[config.mk]
export PLATFORM = sky130hd
export DESIGN_NAME = match_timer
export DESIGN_NICKNAME = d
export VERILOG_FILES = /design/src/rtl/mt_pkg.sv /design/src/rtl/mt_edge_sync.sv /design/src/rtl/mt_datapath.sv /design/src/rtl/mt_control.sv /design/src/rtl/match_timer.sv
export SDC_FILE = /design/constraint.sdc
export NUM_CORES = 1
export LEC_CHECK = 0
export ABC_AREA = 1
export ABC_CLOCK_PERIOD_IN_PS = 6300
export BUFFER_PORTS_ARGS = -buffer_cell sky130_fd_sc_hd__buf_2
export CELL_PAD_IN_SITES_DETAIL_PLACEMENT = 1
export CELL_PAD_IN_SITES_GLOBAL_PLACEMENT = 1
export CORE_ASPECT_RATIO = 1.75
export CORE_MARGIN = 4
export CORE_UTILIZATION = 49
export DETAILED_ROUTE_END_ITERATION = 8
export GPL_ROUTABILITY_DRIVEN = 0
export PLACE_DENSITY = 0.89
export SKIP_LAST_GASP = 1
export SYNTH_ARGS = -nofsm -noshare
export SYNTH_HDL_FRONTEND = slang
export SYNTH_SLANG_ARGS = --single-unit
export TNS_END_PERCENT = 5
[constraint.sdc]
create_clock -name clk -period 6.3 [get_ports clk]
set_clock_uncertainty 0.1 [all_clocks]
set_input_delay 1.575 -clock clk [delete_from_list [all_inputs] [get_ports clk]]
set_output_delay 1.575 -clock clk [all_outputs]
set_load 0.01 [all_outputs]
[src/rtl/mt_pkg.sv]
package mt_pkg;
  parameter int CNT_W   = 32;
  parameter int NUM_CH  = 4;
  parameter int NUM_DMA = 2;
  parameter int ADDR_W  = 4;

  localparam int CFG_W = 3 * NUM_CH;
  localparam int ACT_W = 2 * NUM_CH;

  localparam logic [ADDR_W-1:0] ADDR_CTRL   = 'd0;
  localparam logic [ADDR_W-1:0] ADDR_PRE    = 'd1;
  localparam logic [ADDR_W-1:0] ADDR_CNT    = 'd2;
  localparam logic [ADDR_W-1:0] ADDR_PCNT   = 'd3;
  localparam logic [ADDR_W-1:0] ADDR_CFG    = 'd4;
  localparam logic [ADDR_W-1:0] ADDR_ACT    = 'd5;
  localparam logic [ADDR_W-1:0] ADDR_FLAGS  = 'd6;
  localparam logic [ADDR_W-1:0] ADDR_OUT    = 'd7;
  localparam int                ADDR_MATCH0 = 8;

  typedef enum logic [1:0] {
    ACT_KEEP   = 2'b00,
    ACT_LOW    = 2'b01,
    ACT_HIGH   = 2'b10,
    ACT_TOGGLE = 2'b11
  } outAct_e;

  typedef enum logic [1:0] {
    SRC_CLK  = 2'b00,
    SRC_RISE = 2'b01,
    SRC_FALL = 2'b10,
    SRC_BOTH = 2'b11
  } cntSrc_e;

  // strobes from control to datapath
  typedef struct packed {
    logic              tick;      // advance prescaler this cycle
    logic              armed;     // running, events allowed
    logic              holdZero;  // force counters to zero
    logic              cntLoad;   // software load of counter
    logic              outLoad;   // software load of output pins
    logic [NUM_CH-1:0] rstMask;   // channels that clear counter on event
    logic [CNT_W-1:0]  loadVal;
  } dpCmd_t;
endpackage

[src/rtl/mt_edge_sync.sv]
module mt_edge_sync
  import mt_pkg::*;
#(
  parameter int SYNC_STAGES = 2
) (
  input  logic    clk,
  input  logic    rstN,
  input  logic    din,
  input  cntSrc_e mode,
  output logic    pulse
);
  logic [SYNC_STAGES-1:0] syncQ;
  logic                   prevQ;
  logic                   rise;
  logic                   fall;

  always_ff @(posedge clk or negedge rstN) begin
    if (!rstN) begin
      syncQ <= '0;
      prevQ <= 1'b0;
    end else begin
      syncQ <= {syncQ[SYNC_STAGES-2:0], din};
      prevQ <= syncQ[SYNC_STAGES-1];
    end
  end

  assign rise = syncQ[SYNC_STAGES-1] & ~prevQ;
  assign fall = ~syncQ[SYNC_STAGES-1] & prevQ;

  always_comb begin
    case (mode)
      SRC_RISE: pulse = rise;
      SRC_FALL: pulse = fall;
      SRC_BOTH: pulse = rise | fall;
      default:  pulse = 1'b0;
    endcase
  end

  AST_PULSE_SRC: assert property (@(posedge clk) disable iff (!rstN)
    (mode == SRC_CLK) |-> !pulse);
endmodule

[src/rtl/mt_datapath.sv]
module mt_datapath
  import mt_pkg::*;
(
  input  logic                          clk,
  input  logic                          rstN,
  input  dpCmd_t                        cmd,
  input  logic [CNT_W-1:0]              prescale,
  input  logic [NUM_CH-1:0][CNT_W-1:0]  matchVal,
  input  logic [NUM_CH-1:0][1:0]        actions,
  output logic [CNT_W-1:0]              count,
  output logic [CNT_W-1:0]              pcount,
  output logic [NUM_CH-1:0]             matchEvt,
  output logic [NUM_CH-1:0]             matchOut,
  output logic [NUM_DMA-1:0]            dmaReq
);
  localparam logic [CNT_W-1:0] ONE = 1;

  logic [NUM_CH-1:0] hit;
  logic [NUM_CH-1:0] prevHit;
  logic [NUM_CH-1:0] outNext;
  logic              rstHit;

  for (genvar c = 0; c < NUM_CH; c++) begin : gHit
    assign hit[c] = (count == matchVal[c]);
  end

  assign matchEvt = hit & ~prevHit & {NUM_CH{cmd.armed}};
  assign rstHit   = |(matchEvt & cmd.rstMask);

  always_ff @(posedge clk or negedge rstN) begin
    if (!rstN) prevHit <= '1;
    else       prevHit <= hit;
  end

  // counter and prescaler
  always_ff @(posedge clk or negedge rstN) begin
    if (!rstN) begin
      count  <= '0;
      pcount <= '0;
    end else if (cmd.holdZero) begin
      count  <= '0;
      pcount <= '0;
    end else if (cmd.cntLoad) begin
      count  <= cmd.loadVal;
    end else if (rstHit) begin
      count  <= '0;
      pcount <= '0;
    end else if (cmd.tick) begin
      if (pcount >= prescale) begin
        pcount <= '0;
        count  <= count + ONE;
      end else begin
        pcount <= pcount + ONE;
      end
    end
  end

  // output pin actions
  always_comb begin
    for (int c = 0; c < NUM_CH; c++) begin
      outNext[c] = matchOut[c];
      if (cmd.outLoad) begin
        outNext[c] = cmd.loadVal[c];
      end else if (matchEvt[c]) begin
        case (outAct_e'(actions[c]))
          ACT_LOW:    outNext[c] = 1'b0;
          ACT_HIGH:   outNext[c] = 1'b1;
          ACT_TOGGLE: outNext[c] = ~matchOut[c];
          default:    outNext[c] = matchOut[c];
        endcase
      end
    end
  end

  always_ff @(posedge clk or negedge rstN) begin
    if (!rstN) matchOut <= '0;
    else       matchOut <= outNext;
  end

  // DMA pacing pulses
  for (genvar d = 0; d < NUM_DMA; d++) begin : gDma
    always_ff @(posedge clk or negedge rstN) begin
      if (!rstN) dmaReq[d] <= 1'b0;
      else       dmaReq[d] <= matchEvt[d];
    end
    AST_DMA_SINGLE: assert property (@(posedge clk) disable iff (!rstN)
      dmaReq[d] |=> !dmaReq[d]);
  end

  AST_HOLD_ZERO: assert property (@(posedge clk) disable iff (!rstN)
    cmd.holdZero |=> (count == '0 && pcount == '0));
  AST_COUNT_STEP: assert property (@(posedge clk) disable iff (!rstN)
    !cmd.cntLoad |=> (count == $past(count) || count == $past(count) + ONE || count == '0));
  AST_OUT_STABLE: assert property (@(posedge clk) disable iff (!rstN)
    (matchEvt == '0 && !cmd.outLoad) |=> $stable(matchOut));
  AST_EVT_ONCE: assert property (@(posedge clk) disable iff (!rstN)
    (matchEvt != '0) |=> ((matchEvt & $past(matchEvt)) == '0));
endmodule

[src/rtl/mt_control.sv]
module mt_control
  import mt_pkg::*;
(
  input  logic                          clk,
  input  logic                          rstN,
  input  logic                          regWe,
  input  logic [ADDR_W-1:0]             regAddr,
  input  logic [CNT_W-1:0]              regWdata,
  output logic [CNT_W-1:0]              regRdata,
  input  logic                          extPulse,
  input  logic [NUM_CH-1:0]             matchEvt,
  input  logic [CNT_W-1:0]              count,
  input  logic [CNT_W-1:0]              pcount,
  input  logic [NUM_CH-1:0]             matchOut,
  output dpCmd_t                        cmd,
  output cntSrc_e                       srcMode,
  output logic [CNT_W-1:0]              prescale,
  output logic [NUM_CH-1:0][CNT_W-1:0]  matchVal,
  output logic [NUM_CH-1:0][1:0]        actions,
  output logic                          irq
);
  logic              runQ;
  logic              holdQ;
  logic [CFG_W-1:0]  cfgQ;
  logic [NUM_CH-1:0] flagsQ;
  logic [NUM_CH-1:0] irqEn;
  logic [NUM_CH-1:0] rstEn;
  logic [NUM_CH-1:0] stopEn;
  logic [NUM_CH-1:0] flagClr;
  logic              stopNow;
  logic              ctrlWr;
  logic              srcTick;

  for (genvar c = 0; c < NUM_CH; c++) begin : gCfg
    assign irqEn[c]  = cfgQ[3*c];
    assign rstEn[c]  = cfgQ[3*c+1];
    assign stopEn[c] = cfgQ[3*c+2];
  end

  assign ctrlWr  = regWe && (regAddr == ADDR_CTRL);
  assign stopNow = |(matchEvt & stopEn);
  assign srcTick = (srcMode == SRC_CLK) ? 1'b1 : extPulse;
  assign flagClr = (regWe && regAddr == ADDR_FLAGS) ? regWdata[NUM_CH-1:0] : '0;

  always_comb begin
    cmd          = '0;
    cmd.tick     = runQ & ~holdQ & ~stopNow & srcTick;
    cmd.armed    = runQ & ~holdQ;
    cmd.holdZero = holdQ;
    cmd.cntLoad  = regWe && (regAddr == ADDR_CNT);
    cmd.outLoad  = regWe && (regAddr == ADDR_OUT);
    cmd.rstMask  = rstEn;
    cmd.loadVal  = regWdata;
  end

  always_ff @(posedge clk or negedge rstN) begin
    if (!rstN) begin
      runQ     <= 1'b0;
      holdQ    <= 1'b0;
      srcMode  <= SRC_CLK;
      prescale <= '0;
      cfgQ     <= '0;
      actions  <= '0;
      matchVal <= '0;
      flagsQ   <= '0;
    end else begin
      if (ctrlWr) begin
        runQ    <= regWdata[0];
        holdQ   <= regWdata[1];
        srcMode <= cntSrc_e'(regWdata[3:2]);
      end else if (stopNow) begin
        runQ <= 1'b0;
      end
      if (regWe && regAddr == ADDR_PRE) prescale <= regWdata;
      if (regWe && regAddr == ADDR_CFG) cfgQ <= regWdata[CFG_W-1:0];
      if (regWe && regAddr == ADDR_ACT) actions <= regWdata[ACT_W-1:0];
      for (int c = 0; c < NUM_CH; c++) begin
        if (regWe && regAddr == ADDR_W'(ADDR_MATCH0 + c)) matchVal[c] <= regWdata;
      end
      flagsQ <= (flagsQ & ~flagClr) | (matchEvt & irqEn);
    end
  end

  assign irq = |flagsQ;

  always_comb begin
    regRdata = '0;
    case (regAddr)
      ADDR_CTRL:  regRdata = CNT_W'({srcMode, holdQ, runQ});
      ADDR_PRE:   regRdata = prescale;
      ADDR_CNT:   regRdata = count;
      ADDR_PCNT:  regRdata = pcount;
      ADDR_CFG:   regRdata = CNT_W'(cfgQ);
      ADDR_ACT:   regRdata = CNT_W'(actions);
      ADDR_FLAGS: regRdata = CNT_W'(flagsQ);
      ADDR_OUT:   regRdata = CNT_W'(matchOut);
      default: begin
        for (int c = 0; c < NUM_CH; c++) begin
          if (regAddr == ADDR_W'(ADDR_MATCH0 + c)) regRdata = matchVal[c];
        end
      end
    endcase
  end

  AST_STOP_HALTS: assert property (@(posedge clk) disable iff (!rstN)
    (stopNow && !ctrlWr) |=> !runQ);
  AST_FLAG_STICKY: assert property (@(posedge clk) disable iff (!rstN)
    1'b1 |=> ((flagsQ & $past(flagsQ & ~flagClr)) == $past(flagsQ & ~flagClr)));
  AST_IRQ_SETS: assert property (@(posedge clk) disable iff (!rstN)
    ((matchEvt & irqEn) != '0) |=> irq);
endmodule

[src/rtl/match_timer.sv]
module match_timer
  import mt_pkg::*;
(
  input  logic                clk,
  input  logic                rstN,
  input  logic                regWe,
  input  logic [ADDR_W-1:0]   regAddr,
  input  logic [CNT_W-1:0]    regWdata,
  output logic [CNT_W-1:0]    regRdata,
  input  logic                extCount,
  output logic [NUM_CH-1:0]   matchOut,
  output logic [NUM_DMA-1:0]  dmaReq,
  output logic                irq
);
  dpCmd_t                       cmd;
  cntSrc_e                      srcMode;
  logic                         extPulse;
  logic [CNT_W-1:0]             prescale;
  logic [NUM_CH-1:0][CNT_W-1:0] matchVal;
  logic [NUM_CH-1:0][1:0]       actions;
  logic [CNT_W-1:0]             count;
  logic [CNT_W-1:0]             pcount;
  logic [NUM_CH-1:0]            matchEvt;

  mt_edge_sync #(.SYNC_STAGES(2)) uEdge (
    .clk   (clk),
    .rstN  (rstN),
    .din   (extCount),
    .mode  (srcMode),
    .pulse (extPulse)
  );

  mt_control uCtrl (
    .clk      (clk),
    .rstN     (rstN),
    .regWe    (regWe),
    .regAddr  (regAddr),
    .regWdata (regWdata),
    .regRdata (regRdata),
    .extPulse (extPulse),
    .matchEvt (matchEvt),
    .count    (count),
    .pcount   (pcount),
    .matchOut (matchOut),
    .cmd      (cmd),
    .srcMode  (srcMode),
    .prescale (prescale),
    .matchVal (matchVal),
    .actions  (actions),
    .irq      (irq)
  );

  mt_datapath uDp (
    .clk      (clk),
    .rstN     (rstN),
    .cmd      (cmd),
    .prescale (prescale),
    .matchVal (matchVal),
    .actions  (actions),
    .count    (count),
    .pcount   (pcount),
    .matchEvt (matchEvt),
    .matchOut (matchOut),
    .dmaReq   (dmaReq)
  );
endmodule

# Yosys cells after proc, flatten, opt, wreduce, memory -nomap -nowiden
# Index checks and enable logic that the tools add are counted.
# op_classes
bitwise_logic	23
n_eq_ne	31
n_addsub	2
n_mux	32
magnitude_cmp	1
n_reduce_logical	34
# op_table
op	n
32-bit 2-to-1 mux	14
32-bit case mux with 8 select lines	1
32-bit equality test	4
32-bit by 1-bit adder with 32-bit output, second input constant	2
32-bit >= comparator	1
4-bit AND	6
4-bit nonzero test	6
2-bit equality test, second input constant	10
4-bit by 3-bit equality test with 1-bit output, second input constant	4
4-bit equality test, second input constant	4
1-bit case mux with 3 select lines	5
2-bit AND reduction	6
4-bit OR reduction	3
1-bit logical AND	11
1-bit 2-to-1 mux	11
2-bit by 1-bit equality test with 1-bit output, second input constant	5
2-bit nonzero test	5
4-bit by 2-bit equality test with 1-bit output, second input constant	2
1-bit NOT	8
4-bit NOT	2
1-bit AND	5
4-bit by 1-bit equality test with 1-bit output, second input constant	1
4-bit logical NOT	1
4-bit 2-to-1 mux	1
other kinds (5)	5
# totals
reg_bits	265
wordCells	148
input_bits	40

# Logic depth before layout (Yosys ltp)
# depth
depth_word	12
ltp_mapped	19
mapped_depth_nobuf	17

# Hierarchy
# A second synthesis with hierarchy kept.
# unflattened
cells_unflattened	3050
hier_area_um2	19885.3
# modules_own_cells
mod	cells_each	area_per_inst_um2	instances
mt_datapath	1796	10062.2	1
mt_control	1240	9684.3	1
mt_edge_sync	14	138.9	1

# Worst setup path after synthesis
# OpenSTA, ideal clock, no wires.
# synth_timing
path_kind	input to output
from	input port regAddr[1]
to	output port regRdata[11]
stages	8
arrival_ns	2.778
n_path_buf	1
slack_ns	1.847
path_cell_list	nor2_1 inv_1 nor2_1 inv_2 buf_1 o22ai_1 a21oi_1 o211ai_1
# synth_via
elab_chain_len	6
# synth_rtl
item	line_no	source
from (decl)	match_timer.sv:7	input logic [ADDR_W-1:0] regAddr,
4-bit equality test	mt_control.sv:99	if (regAddr == ADDR_W'(ADDR_MATCH0 + c)) regRdata = matchVal[c];
32-bit 2-to-1 mux (4 in a row)	mt_control.sv:99	
32-bit case mux with 8 select lines *	mt_control.sv:88	case (regAddr)
to (decl)	match_timer.sv:9	output logic [CNT_W-1:0] regRdata,
# Mark *: on every way between the ends. The rest lies on a longest branch, timed or not.

# Worst setup path after layout
# layout_timing
from	input port regAddr[2]
to	output port regRdata[12]
# Same word-level chain as after synthesis.

==> key figures <==
Worst setup path
  – Crit path cell chain: buf_2, nor2_1, inv_1, nor2_1, inv_1, o22ai_1, a21oi_1, o211ai_1, buf_2
  – Worst Path Required: 4.62 ns
  – CP Class: in2out
  – Slowest stage delay, CP: 0.85 ns
  – Slowest CP cell: inv_1
  – CP startpoint kind: input port
  – CP endpoint kind: output pin
  – Buf+Inv Stages, Crit Path: 4
  – CP arrival: 3.93 ns
  – Levels on crit path: 9
  – Crit path max-delay family: buffers and inverters
  – Worst-path fanout max: 20
  – Worst reg2reg path depth: 16

CTS
  – Max Root-Sink Buffers: 3
  – H-tree lvl count: 1
  – Reg clk slew, reported paths: 0.07 ns
  – Num CTS Buffers: 28
  – Insertion delay to the later sink of the worst-skew pair: 0.58 ns
  – Clk sinks: 265
  – CTS Hold Bufs: 0
  – Root Buffer: clkbuf_16
  – Post-CTS resize count: 0
  – Post-CTS setup buffer count: 0
  – CTS tree: built

Timing
  – Tcrit/Tclk final: 0.890
  – Setup slack after layout: 0.693 ns
  – Actual slew at the worst max-slew pin: 1.17 ns
  – Crit path time final: 5.61 ns
  – FMAX: 0.178 GHz
  – Setup TNS Final: 0 ns
  – Hold Vio Cnt, Final: 0
  – Relative max-transition margin: 0.218
  – Slew Limit Fails: 0
  – RSZ-0062 raised after global routing: no
  – Final setup vio count: 0

Placement
  – Place WS: 0.920 ns
  – DP HPWL: 52,300 um
  – PortBufs: 78

Floorplanning
  – Die area: 38,600 um^2
  – Starting density of the core: 0.500
  – Placement Rows: 90
  – IO Pins: 79
  – Die W: 150 um
  – Die Y-Extent: 257 um
  – Core box area: 34,700 um^2

Synthesis
  – Sequential fraction of the synthesis area: 0.383
  – Yosys warns: 0
  – Post-synth top area cell: dfrtp_1
  – Synth top area share: 0.377
  – Ranking of synthesized cells by area: dfrtp_1 (38%), nand2_1 (18%), inv_1 (6.5%)
  – Seq cells post-synth: 265
  – Net Count, Synth: 2,568
  – Async SR Flop Fraction: 1.00
  – Netlist cell types: 42
  – Mapped cell area: 17,300 um^2
  – Ys flop type: dfrtp_1
  – Most common cell in the netlist: nand2_1
  – Post-synth top cells: nand2_1 (838), inv_1 (302), dfrtp_1 (261), o21ai_0 (207), nor2_1 (174)
  – Number of synthesized flops with an enable pin: 0
  – Syn Area/Cell: 6.98 um^2
  – Syn Inst Count: 2,486

Detailed routing
  – Drt pass-1 iters: 6
  – Initial DRC Count: 1,380
  – Routed wire per std cell: 25.1 um
  – Vias/cell: 6.12
  – Antenna-violating nets left: 0
  – Post-Route WL: 74,800 um
  – DRC viols: 0
  – Via count: 18,200

Layout
  – Ant. Diodes: 0
  – Final Util: 0.544
  – Area growth syn-to-layout: 8.82%
  – Nets: 2,581
  – Layout cells sized above 1: 0.0845
  – Layout fillers: 4,598

Global routing
  – Largest net degree at the start of global routing: 145
  – Initial antenna violation count: 0
  – Global Route Usage Sum: 0.385
  – Vias in the first global route: 19,500
  – First-pass GRT wire length: 113,000 um
  – GRT overflow: 0

Hold path
  – Hold Crit Class: reg2reg
  – Hold Path Depth: 0

Pwr
  – Static Leakage: 9.73 nW
  – Tot Pwr: 6.62 mW
  – VDD IR-drop max: 0.259 mV
  – PD cells: 351 nW/um^2

Outcome
  – Status: finished clean

Run
  – Max_cap viols: 0
## final timing paths
path | start | endpoint | slack, ns
worst max-delay path | regAddr[2] | regRdata[12] | 0.69
worst min-delay path | uEdge.syncQ[0] | uEdge.syncQ[1] | 0.26
worst max register to register | uDp.count[0] | uDp.pcount[28] | 2.10
worst min register to register | uEdge.syncQ[0] | uEdge.syncQ[1] | 0.26
max in group asynchronous | rstN | uCtrl.actions[1] | 3.91
min in group asynchronous | rstN | uCtrl.matchVal[70] | 0.83
## state kept, by name, summed over array words and instances (netlist names), 4 cells and up
name and count:
uCtrl.cfgQ 12, uCtrl.matchVal 128, uDp.prevHit 4, uCtrl.prescale 32, uDp.matchOut 4, uDp.pcount 32, uDp.count 32, uCtrl.flagsQ 4
uCtrl.actions 8
## layout by cell type (no fill, tap or decap), drive strengths merged, types with 2 or more instances in the layout
cell type and instances:
nand2 842, inv 318, dfrtp 261, o21ai 207
nor2 182, nand3 164, buf 97, xor2 75
a21oi 66, o22ai 48, ha 42, nand4 39
clkbuf 30, xnor2 27, a221oi 26, nand3b 15
nor3 15, o211ai 14, clkinv 14, nor4 9
o221ai 7, clkinvlp 5, bufinv 5, dfstp 4
and2 2, o21a 2
## routing by layer
metal / part of all wire / up-vias / routed length (um) / global-route usage
met4: 0.12 / 0 / 8990 / 0.354
met2: 0.47 / 900 / 35400 / 0.639
met5: 0 / - / 0 / 0
met1: 0.33 / 8942 / 25000 / 0.402
met3: 0.073 / 441 / 5490 / 0.0761
li1: - / 7959 / - / -
## logic make-up (layout without fill, tap and decap cells)
kind of cell,count (synthesis),after routing,share of synthesized area
DFF,265,265,0.383
AOI/OAI and AO/OA,374,374,0.122
xor gates and xnor gates,102,102,0.0515
and+or+nand+nor,1269,1269,0.309
buffers and inverters,434,469,0.105
adders and majority gates,42,42,0.0303
## stage by stage
step           cell area, um^2  hold slack, ns  std cells
3_5_place_dp             17900           0.251       2929
3_3_place_gp             17900           0.249       2929
6_report                 18900           0.260       2981
2_1_floorplan            17300           0.231       2486
5_1_grt                  18900           0.278       2981
4_1_cts                  18900           0.267       2981
## layout make-up
cell class / instances / area, um^2 / share of cell area
Multi-Input combinational cell: 1787 / 8920 / 0.473
Sequential cell: 265 / 6640 / 0.352
Inverter: 320 / 1200 / 0.0638
Clock buffer: 30 / 729 / 0.0387
Tap cell: 460 / 576 / 0.0305
Timing Repair Buffer: 97 / 556 / 0.0294
Clock inverter: 22 / 251 / 0.0133
## power breakdown
group | total, mW | switching [mW] | internal [mW] | leakage [nW]
registers | 2.58 | 0.555 | 2.02 | 3.41
clock network | 1.84 | 0.792 | 1.05 | 0.477
logic | 2.20 | 1.50 | 0.700 | 5.84
Power figures use the tool's default switching activity.
